**config.mk**
```make
export PLATFORM = sky130hd
export DESIGN_NAME = seq_mul_top
export DESIGN_NICKNAME = d
export VERILOG_FILES = /design/src/rtl/seq_mul_pkg.sv /design/src/rtl/seq_mul_adder.sv /design/src/rtl/seq_mul_ctrl.sv /design/src/rtl/seq_mul_datapath.sv /design/src/rtl/seq_mul_top.sv
export SDC_FILE = /design/constraint.sdc
export NUM_CORES = 1
export LEC_CHECK = 0
export ABC_AREA = 0
export ABC_CLOCK_PERIOD_IN_PS = 2600
export BUFFER_PORTS_ARGS = -buffer_cell sky130_fd_sc_hd__buf_2
export CAP_MARGIN = 20
export CORE_ASPECT_RATIO = 1.4
export CORE_MARGIN = 2
export CORE_UTILIZATION = 50
export DETAILED_ROUTE_END_ITERATION = 16
export GPL_ROUTABILITY_DRIVEN = 0
export PLACE_DENSITY = 0.79
export SLEW_MARGIN = 20
export SYNTH_ARGS = -nofsm -noshare
export SYNTH_HDL_FRONTEND = slang
export SYNTH_SLANG_ARGS = --single-unit
```
**constraint.sdc**
```tcl
create_clock -name clk -period 2.6 [get_ports clk]
set_input_delay 0.13 -clock clk [delete_from_list [all_inputs] [get_ports clk]]
set_output_delay 0.13 -clock clk [all_outputs]
set_load 0.03 [all_outputs]
```
**src/rtl/seq_mul_pkg.sv**
```systemverilog
package seq_mul_pkg;

    localparam int MUL_W = 32;
    localparam int PROD_W = 2 * MUL_W;
    localparam int STEP_CNT_W = $clog2(MUL_W);

    typedef enum logic [0:0] {
        ST_IDLE = 1'b0,
        ST_RUN  = 1'b1
    } mul_state_e;

    typedef struct packed {
        logic             carry;
        logic [MUL_W-1:0] sum;
    } add_res_t;

    function automatic logic [PROD_W-1:0] shift_in(
        input add_res_t         upper,
        input logic [MUL_W-1:0] lower
    );
        return {upper.carry, upper.sum, lower[MUL_W-1:1]};
    endfunction

endpackage

```
**src/rtl/seq_mul_adder.sv**
```systemverilog
module seq_mul_adder
    import seq_mul_pkg::*;
(
    input  logic [MUL_W-1:0] addend_a,
    input  logic [MUL_W-1:0] addend_b,
    input  logic             enable,
    output add_res_t         result
);
    always_comb begin
        if (enable) begin
            result = add_res_t'({1'b0, addend_a} + {1'b0, addend_b});
        end else begin
            result.carry = 1'b0;
            result.sum   = addend_a;
        end
    end
endmodule

```
**src/rtl/seq_mul_ctrl.sv**
```systemverilog
module seq_mul_ctrl
    import seq_mul_pkg::*;
#(
    parameter int STEPS = MUL_W,
    localparam int CW = $clog2(STEPS)
) (
    input  logic clk,
    input  logic rst,
    input  logic start,
    output logic load,
    output logic step,
    output logic busy,
    output logic done
);
    mul_state_e    state_q;
    logic [CW-1:0] cnt_q;
    logic          done_q;
    logic          last;

    assign last = (cnt_q == CW'(STEPS - 1));
    assign load = (state_q == ST_IDLE) && start;
    assign step = (state_q == ST_RUN);
    assign busy = step;
    assign done = done_q;

    always_ff @(posedge clk) begin
        if (rst) begin
            state_q <= ST_IDLE;
            cnt_q   <= '0;
            done_q  <= 1'b0;
        end else begin
            done_q <= 1'b0;
            case (state_q)
                ST_IDLE: begin
                    if (start) begin
                        state_q <= ST_RUN;
                        cnt_q   <= '0;
                    end
                end
                ST_RUN: begin
                    cnt_q <= cnt_q + 1'b1;
                    if (last) begin
                        state_q <= ST_IDLE;
                        done_q  <= 1'b1;
                    end
                end
                default: state_q <= ST_IDLE;
            endcase
        end
    end

    // the completion pulse lasts one cycle
    a_r5_done_single: assert property (@(posedge clk) disable iff (rst)
        done |=> !done);

    // busy and done never overlap
    a_r5_no_overlap: assert property (@(posedge clk) disable iff (rst)
        !(done && busy));

    // an accepted start makes busy rise
    a_r2_accept: assert property (@(posedge clk) disable iff (rst)
        (start && !busy) |=> busy);

    // done only follows a busy cycle
    a_r4_done_after_busy: assert property (@(posedge clk) disable iff (rst)
        $rose(done) |-> $past(busy));
endmodule

```
**src/rtl/seq_mul_datapath.sv**
```systemverilog
module seq_mul_datapath
    import seq_mul_pkg::*;
(
    input  logic              clk,
    input  logic              rst,
    input  logic              load,
    input  logic              step,
    input  logic [MUL_W-1:0]  mcand_in,
    input  logic [MUL_W-1:0]  mplier_in,
    output logic [PROD_W-1:0] prod
);
    logic [MUL_W-1:0]  mcand_q;
    logic [PROD_W-1:0] prod_q;
    add_res_t          upper_next;

    seq_mul_adder u_adder (
        .addend_a (prod_q[PROD_W-1:MUL_W]),
        .addend_b (mcand_q),
        .enable   (prod_q[0]),
        .result   (upper_next)
    );

    always_ff @(posedge clk) begin
        if (rst) begin
            mcand_q <= '0;
            prod_q  <= '0;
        end else if (load) begin
            mcand_q <= mcand_in;
            prod_q  <= {{MUL_W{1'b0}}, mplier_in};
        end else if (step) begin
            prod_q <= shift_in(upper_next, prod_q[MUL_W-1:0]);
        end
    end

    assign prod = prod_q;

    // the upper half starts cleared after a load
    a_r2_upper_cleared: assert property (@(posedge clk) disable iff (rst)
        load |=> (prod_q[PROD_W-1:MUL_W] == '0));

    // the multiplicand copy does not move while steps run
    a_r9_mcand_frozen: assert property (@(posedge clk) disable iff (rst)
        (step && !load) |=> $stable(mcand_q));
endmodule

```
**src/rtl/seq_mul_top.sv**
```systemverilog
module seq_mul_top
    import seq_mul_pkg::*;
(
    input  logic              clk,
    input  logic              rst,
    input  logic              start,
    input  logic [MUL_W-1:0]  mcand_i,
    input  logic [MUL_W-1:0]  mplier_i,
    output logic              busy,
    output logic              done,
    output logic [PROD_W-1:0] product
);
    logic load;
    logic step;

    seq_mul_ctrl #(.STEPS(MUL_W)) u_ctrl (
        .clk   (clk),
        .rst   (rst),
        .start (start),
        .load  (load),
        .step  (step),
        .busy  (busy),
        .done  (done)
    );

    seq_mul_datapath u_dp (
        .clk       (clk),
        .rst       (rst),
        .load      (load),
        .step      (step),
        .mcand_in  (mcand_i),
        .mplier_in (mplier_i),
        .prod      (product)
    );

    // the result holds while idle without a start
    a_r6_hold_idle: assert property (@(posedge clk) disable iff (rst)
        (!busy && !start) |=> $stable(product));

    // a start during a run does not cut it short
    a_r7_start_ignored: assert property (@(posedge clk) disable iff (rst)
        (busy && start && !done) |-> !load);
endmodule

```
==> results_dict.tcl, run 1 <==
set metrics [dict create \
    place_area_mm2 0.00680 \
    setup-violations-final 0 \
    synth_cell_type_count 58 \
    mappedNetlistNets 859 \
    crit_slowest_cell "ha_1" \
    yosys_warnings 0 \
    multi_input_area_mm2 0.00370 \
    antenna_cells 0 \
    rsz0062_at_grt "true" \
    final_common_cell "buf_2" \
    min_to "u_dp.mcand_q[19]" \
    crit_arrival_ps 2810 \
    drv_slew 0 \
    cts_tree "yes" \
    maxCapViolCount 0 \
    tightestPinTransition_ps 850 \
    min_period_ps 2560 \
    min_from "mcand_i[19]" \
    stdcell_area_mm2 0.00716 \
    skew_ps 10.1 \
    r2r_start "u_dp.prod[36]" \
    grt_pass1_vias 5539 \
    fin_crit_sh 0.985 \
    fillers 1118 \
    grt_overflow_total 0 \
    worstSkewPairLatency_ps 350 \
    whs_path_depth 3 \
    remaining_drc_errors 0 \
    cp.required_ps 2850 \
    endpoint_kind "flip-flop" \
    crit_top_cell "a21o_1" \
    crit_fanout 5 \
    drt-initial-drc-count 248 \
    fmax_mhz 391 \
    layout.nets 976 \
    die_w_um 96.5 \
    vias_per_cell 5.68 \
    dpl.hpwl_um 11400 \
    clk_path_buf_depth 2 \
    ff_latch_area_mm2 0.00207 \
    cts_root_buffer "clkbuf_16" \
    drive_gt1_frac 0.221 \
    firstDrtPassIters 5 \
    power.density_mw_per_mm2 543 \
    worstReg2RegEnd "u_dp.prod[46]" \
    holdWs_ps 4.27 \
    syn_area_per_cell_um2 7.91 \
    path_buf_inv 0 \
    critPathKind "reg2reg" \
    htreeDepth 3 \
    synthFlopType "dfxtp_1" \
    outcome "completed" \
    syn_area_mm2 0.00599 \
    cpLargestDelayFamily "compound AO/OA/AOI/OAI gates" \
    ff2ff_path_depth 9 \
    min_path_type "in2reg" \
    p_leak_nw 3.35 \
    ant_nets 0 \
    grt_max_degree 70 \
    path_cells "ha_1, a21o_1, a31oi_1, a21oi_1, nor2_2, o21ai_1, a21o_1, a211o_1, a41o_1" \
    ys_ff_latch 103 \
    fp.dieH_um 133 \
    seq_area_frac_synth 0.344 \
    grt_pass1_wl_um 26300 \
    synthToLayoutAreaGrowth_pct 19.7 \
    wl_um 16200 \
    critPathMaxStageDelay_ps 370 \
    cts_buffers 9 \
    placementRows 47 \
    async_flop_share 0 \
    hold_viol 0 \
    clk_pin_slew_worst_paths_ps 80 \
    dieArea_mm2 0.0129 \
    port-buffer-count 132 \
    synthCells 757 \
    pin_count 133 \
    vias 5825 \
    final_cell_mix "buf_2, a21oi_1, dfxtp_1, nor2_1, nand2_1" \
    core-area_mm2 0.0118 \
    relSlewSlack 0.434 \
    r2r_setup_slack_ps 40 \
    grt_usage 0.255 \
    initial_utilization 0.509 \
    ir_worst_vdd_mv 0.360 \
    synth_edf_count 0 \
    antenna_found_initial 0 \
    startpoint_type "flip-flop" \
    clkSinkCount 103 \
    avgRoutedWirePerCell_um 15.8 \
]
[kinds of logic after synthesis]
| logic type | synth area share |
|---|---|
| simple gates | 0.183 |
| compound gates | 0.239 |
| flops | 0.344 |
| buf+inv | 0.0443 |
| mux | 0.0736 |
| fa+ha+maj | 0.0744 |
| xor+xnor | 0.0410 |
[stage by stage]
step	util	power, mW	TNS, ps	cells	setup slack (ps)
floorplan	-	2.29	0	757	13.6
global placement	0.578	2.51	0	1007	45.7
detailed placement	0.578	2.52	-27.1	1007	-14.1
CTS	0.605	3.90	0	1024	5.25
global route	0.609	4.06	-90.7	1026	-34.3
finish	0.609	3.89	0	1026	39.3
[synthesized netlist by cell type (9+ instances only)]
cell / instances / area share
a21o_1: 14 / 0.018
a21oi_1: 125 / 0.10
a31oi_1: 9 / 0.0094
and3_1: 9 / 0.0094
clkbuf_1: 38 / 0.024
dfxtp_1: 103 / 0.34
ha_1: 34 / 0.071
inv_1: 16 / 0.010
mux2i_1: 44 / 0.074
nand2_1: 89 / 0.056
nand3_1: 11 / 0.0092
nor2_1: 92 / 0.058
nor2b_1: 16 / 0.017
o21ai_0: 17 / 0.014
o21ai_1: 9 / 0.0075
o22ai_1: 10 / 0.010
xnor2_1: 16 / 0.023
xor2_1: 12 / 0.018
[worst max-delay path by stage]
stage | from | to | slack [ps] | cells after the start
6_report | u_dp.prod[36] | u_dp.prod[46] | 40 | 9
2_1_floorplan | u_dp.prod[32] | u_dp.prod[61] | 10 | 10
4_1_cts | u_dp.prod[32] | u_dp.prod[61] | 5 | 10
3_3_place_gp | u_dp.prod[32] | u_dp.prod[55] | 50 | 10
3_5_place_dp | u_dp.prod[32] | u_dp.prod[61] | -10 | 10
5_1_grt | u_dp.prod[57] | u_dp.prod[59] | -30 | 9
[registers in the layout, indices dropped and copies added, names as in the netlist]
name,flops
u_dp.prod,64
u_ctrl.cnt_q,5
u_ctrl.busy,1
u_ctrl.done,1
u_dp.mcand_q,32
[final cells by class]
class	count	area share
multi-input cells	586	0.516
flip-flops and latches	103	0.289
repair buffers	157	0.118
clock buffers	9	0.0314
well taps	147	0.0257
clock inverters	7	0.0110
inverters	17	0.00891
[power breakdown]
group,leakage [nW],switching (mW),internal [mW]
clock,0.151,0.705,0.692
sequential,0.844,0.0815,1.66
combinational,2.36,0.476,0.272
[worst reg2reg max path, cell delays in order (launching register included)]
cell     delay [ps]
dfxtp_1         340
ha_1            370
a21o_1          240
a31oi_1         200
a21oi_1         160
nor2_2          230
o21ai_1         180
a21o_1          230
a211o_1         290
a41o_1          230
[metal layers]
metal | wire length (µm) | up-vias | GRT usage | part of all wire
met3 | 968 | 42 | 0.0515 | 0.060
li1 | - | 2901 | - | -
met5 | 0 | - | 0 | 0
met4 | 556 | 0 | 0.112 | 0.034
met2 | 8200 | 193 | 0.445 | 0.51
met1 | 6500 | 2689 | 0.296 | 0.40
[repair_timing]
action	CTS	global route
setup endpoints to repair	3	7
hold buffers	0	0
resized for setup	1	9
buffers inserted	1	2
pin swaps	2	6
Note: power is estimated with default switching activity, not from simulation.
==> run 2, diff against run 1 <==
SYNTH_HIERARCHICAL = 1   (was default)
==> results_dict.tcl, run 2 <==
set metrics [dict create \
    outcome "completed" \
    critPathKind "reg2reg" \
    core-area_mm2 0.0128 \
    final_cells 1012 \
    syn_area_per_cell_um2 8.97 \
    r2r_start "u_dp/prod[32]" \
    maxCapViolCount 0 \
    grt_pass1_vias 5765 \
    startpoint_type "flip-flop" \
    setup-violations-final 0 \
    layout.nets 957 \
    dp.cells 991 \
    crit_path_end "u_dp/prod[45]" \
    drive_gt1_frac 0.274 \
    min_period_ps 2550 \
    cp.required_ps 2810 \
    initial_utilization 0.508 \
    tns_ps 0 \
    fp.dieH_um 139 \
    synthToLayoutAreaGrowth_pct 19.1 \
    grt_pass1_wl_um 26900 \
    synthCells 722 \
    drv_slew 0 \
    vias 5821 \
    cts_tree "yes" \
    ant_nets 0 \
    grt_overflow_total 0 \
    fin_total_pwr_mw 3.76 \
    die_w_um 100 \
    yosysMostFrequentCell "dfxtp_1" \
    synth.top_cell.area_share 0.318 \
    fin_crit_sh 0.982 \
    ir_worst_vdd_mv 0.341 \
    clk_path_buf_depth 2 \
    clk_pin_slew_worst_paths_ps 80 \
    yosys_warnings 6 \
    min_path_type "in2reg" \
    async_flop_share 0 \
    clkSinkCount 103 \
    firstDrtPassIters 5 \
    wl_um 16600 \
    syn_area_mm2 0.00648 \
    final_cell_mix "buf_2, mux2i_1, dfxtp_1, nor2_1, a21oi_1" \
    placementRows 49 \
    synth_area_leaders "dfxtp_1, mux2i_1, ha_1" \
    synth.largest_area_cell "dfxtp_1" \
    dieArea_mm2 0.0139 \
    seq_area_frac_synth 0.318 \
    crit_arrival_ps 2760 \
    synthTopCellsByCount "dfxtp_1, mux2i_1, nor2_1" \
    setup_slack_ps 47.9 \
    ff2ff_path_depth 10 \
    postCtsHoldBufs 0 \
    port-buffer-count 132 \
    endpoint_kind "flip-flop" \
    pin_count 133 \
    avgRoutedWirePerCell_um 16.5 \
    mappedNetlistNets 825 \
    grt_max_degree 72 \
    dpl.hpwl_um 11900 \
    final_common_cell "buf_2" \
    fin_util 0.605 \
    antenna_found_initial 0 \
    tightestPinTransition_ps 769 \
    skew_ps 9.13 \
    relSlewSlack 0.487 \
    dp_worst_setup_slack_ps 37.2 \
    vias_per_cell 5.75 \
    htreeDepth 3 \
    p_leak_nw 3.40 \
    synth_edf_count 0 \
    drt-initial-drc-count 244 \
    antenna_cells 0 \
    synthFlopType "dfxtp_1" \
    power.density_mw_per_mm2 487 \
    largest_register_ffs 64 \
    ys_ff_latch 103 \
    r2r_setup_slack_ps 50 \
    crit_path_start "u_dp/prod[32]" \
    cts_root_buffer "clkbuf_16" \
    worstSkewPairLatency_ps 350 \
    worstReg2RegEnd "u_dp/prod[45]" \
    grt_usage 0.234 \
    rsz0062_at_grt "true" \
    fmax_mhz 392 \
    crit_fanout 6 \
    synth_cell_type_count 65 \
    remaining_drc_errors 0 \
    hold_viol 0 \
    cts_buffers 9 \
]
-- run 2: changes by cell type after synthesis, sizes merged, moves of 7 or more --
cell / before / now
mux2i: 44 / 101
a211oi: 6 / 37
a31oi: 9 / 2
o221ai: 7 / 0
mux2: 0 / 16
clkbuf: 38 / 21
a21oi: 128 / 44
nand2: 89 / 41
inv: 16 / 8
nor2b: 16 / 36
nand4: 4 / 16
o22ai: 10 / 0
buf: 13 / 25
-- run 2: timing repair --
| item | 4_1_cts | 5_1_grt |
|---|---|---|
| resized for setup | 0 | 21 |
| endpoints found under the setup margin | 0 | 15 |
| buffers inserted | 0 | 5 |
-- run 2: power breakdown --
group | switching [mW] | internal [mW] | total, mW
Combinational | 0.431 | 0.298 | 0.728
Clock | 0.628 | 0.665 | 1.29
Sequential | 0.0737 | 1.66 | 1.74
-- run 2: metrics by stage --
| step | hold WS [ps] | instance area (µm²) |
|---|---|---|
| after floorplan | 199 | 6480 |
| after global placement | 363 | 7270 |
| final | 9.72 | 7720 |
| after CTS | 2.47 | 7550 |
| after global routing | 3.18 | 7720 |
| after detailed placement | 373 | 7270 |
-- run 2: worst min path at each step --
stage / from / endpoint / cells past startpoint
2_1_floorplan: rst / u_ctrl/busy / 1
3_3_place_gp: mcand_i[29] / u_dp/mcand_q[29] / 3
3_5_place_dp: mcand_i[26] / u_dp/mcand_q[26] / 3
4_1_cts: mcand_i[6] / u_dp/mcand_q[6] / 3
5_1_grt: mcand_i[6] / u_dp/mcand_q[6] / 3
6_report: mcand_i[6] / u_dp/mcand_q[6] / 3
-- run 2: routing by layer --
metal | wire [µm] | GRT usage
met5 | 0 | 0
met4 | 500 | 0.0908
met3 | 954 | 0.0504
met2 | 8620 | 0.423
met1 | 6570 | 0.264
-- run 2: worst max-delay path, stage by stage (launching register included) --
cell and delay [ps]:
dfxtp_4 350, ha_4 160, fa_2 350, a21o_1 210, a221oi_4 290, a211oi_2 130
a211o_4 320, xor2_1 160, mux2_4 260, mux2i_1 130, nor2_1 50
-- run 2: cells by family after synthesis --
kind of cell,after synthesis,synth area share
AOI/OAI and AO/OA,159,0.174
xor gates and xnor gates,20,0.0270
adders and majority gates,36,0.0707
buffers and inverters,54,0.0510
DFF,103,0.318
muxes,117,0.185
and+or+nand+nor,233,0.174
-- run 2: area by class of cell --
type | instances | area (µm²)
fill | 1167 | 5040
tap | 153 | 191
inverter | 8 | 30.0
clock buffer | 10 | 229
multi-input combinational | 565 | 4210
sequential | 103 | 2070
clock inverter | 6 | 53.8
timing repair buffer | 167 | 927
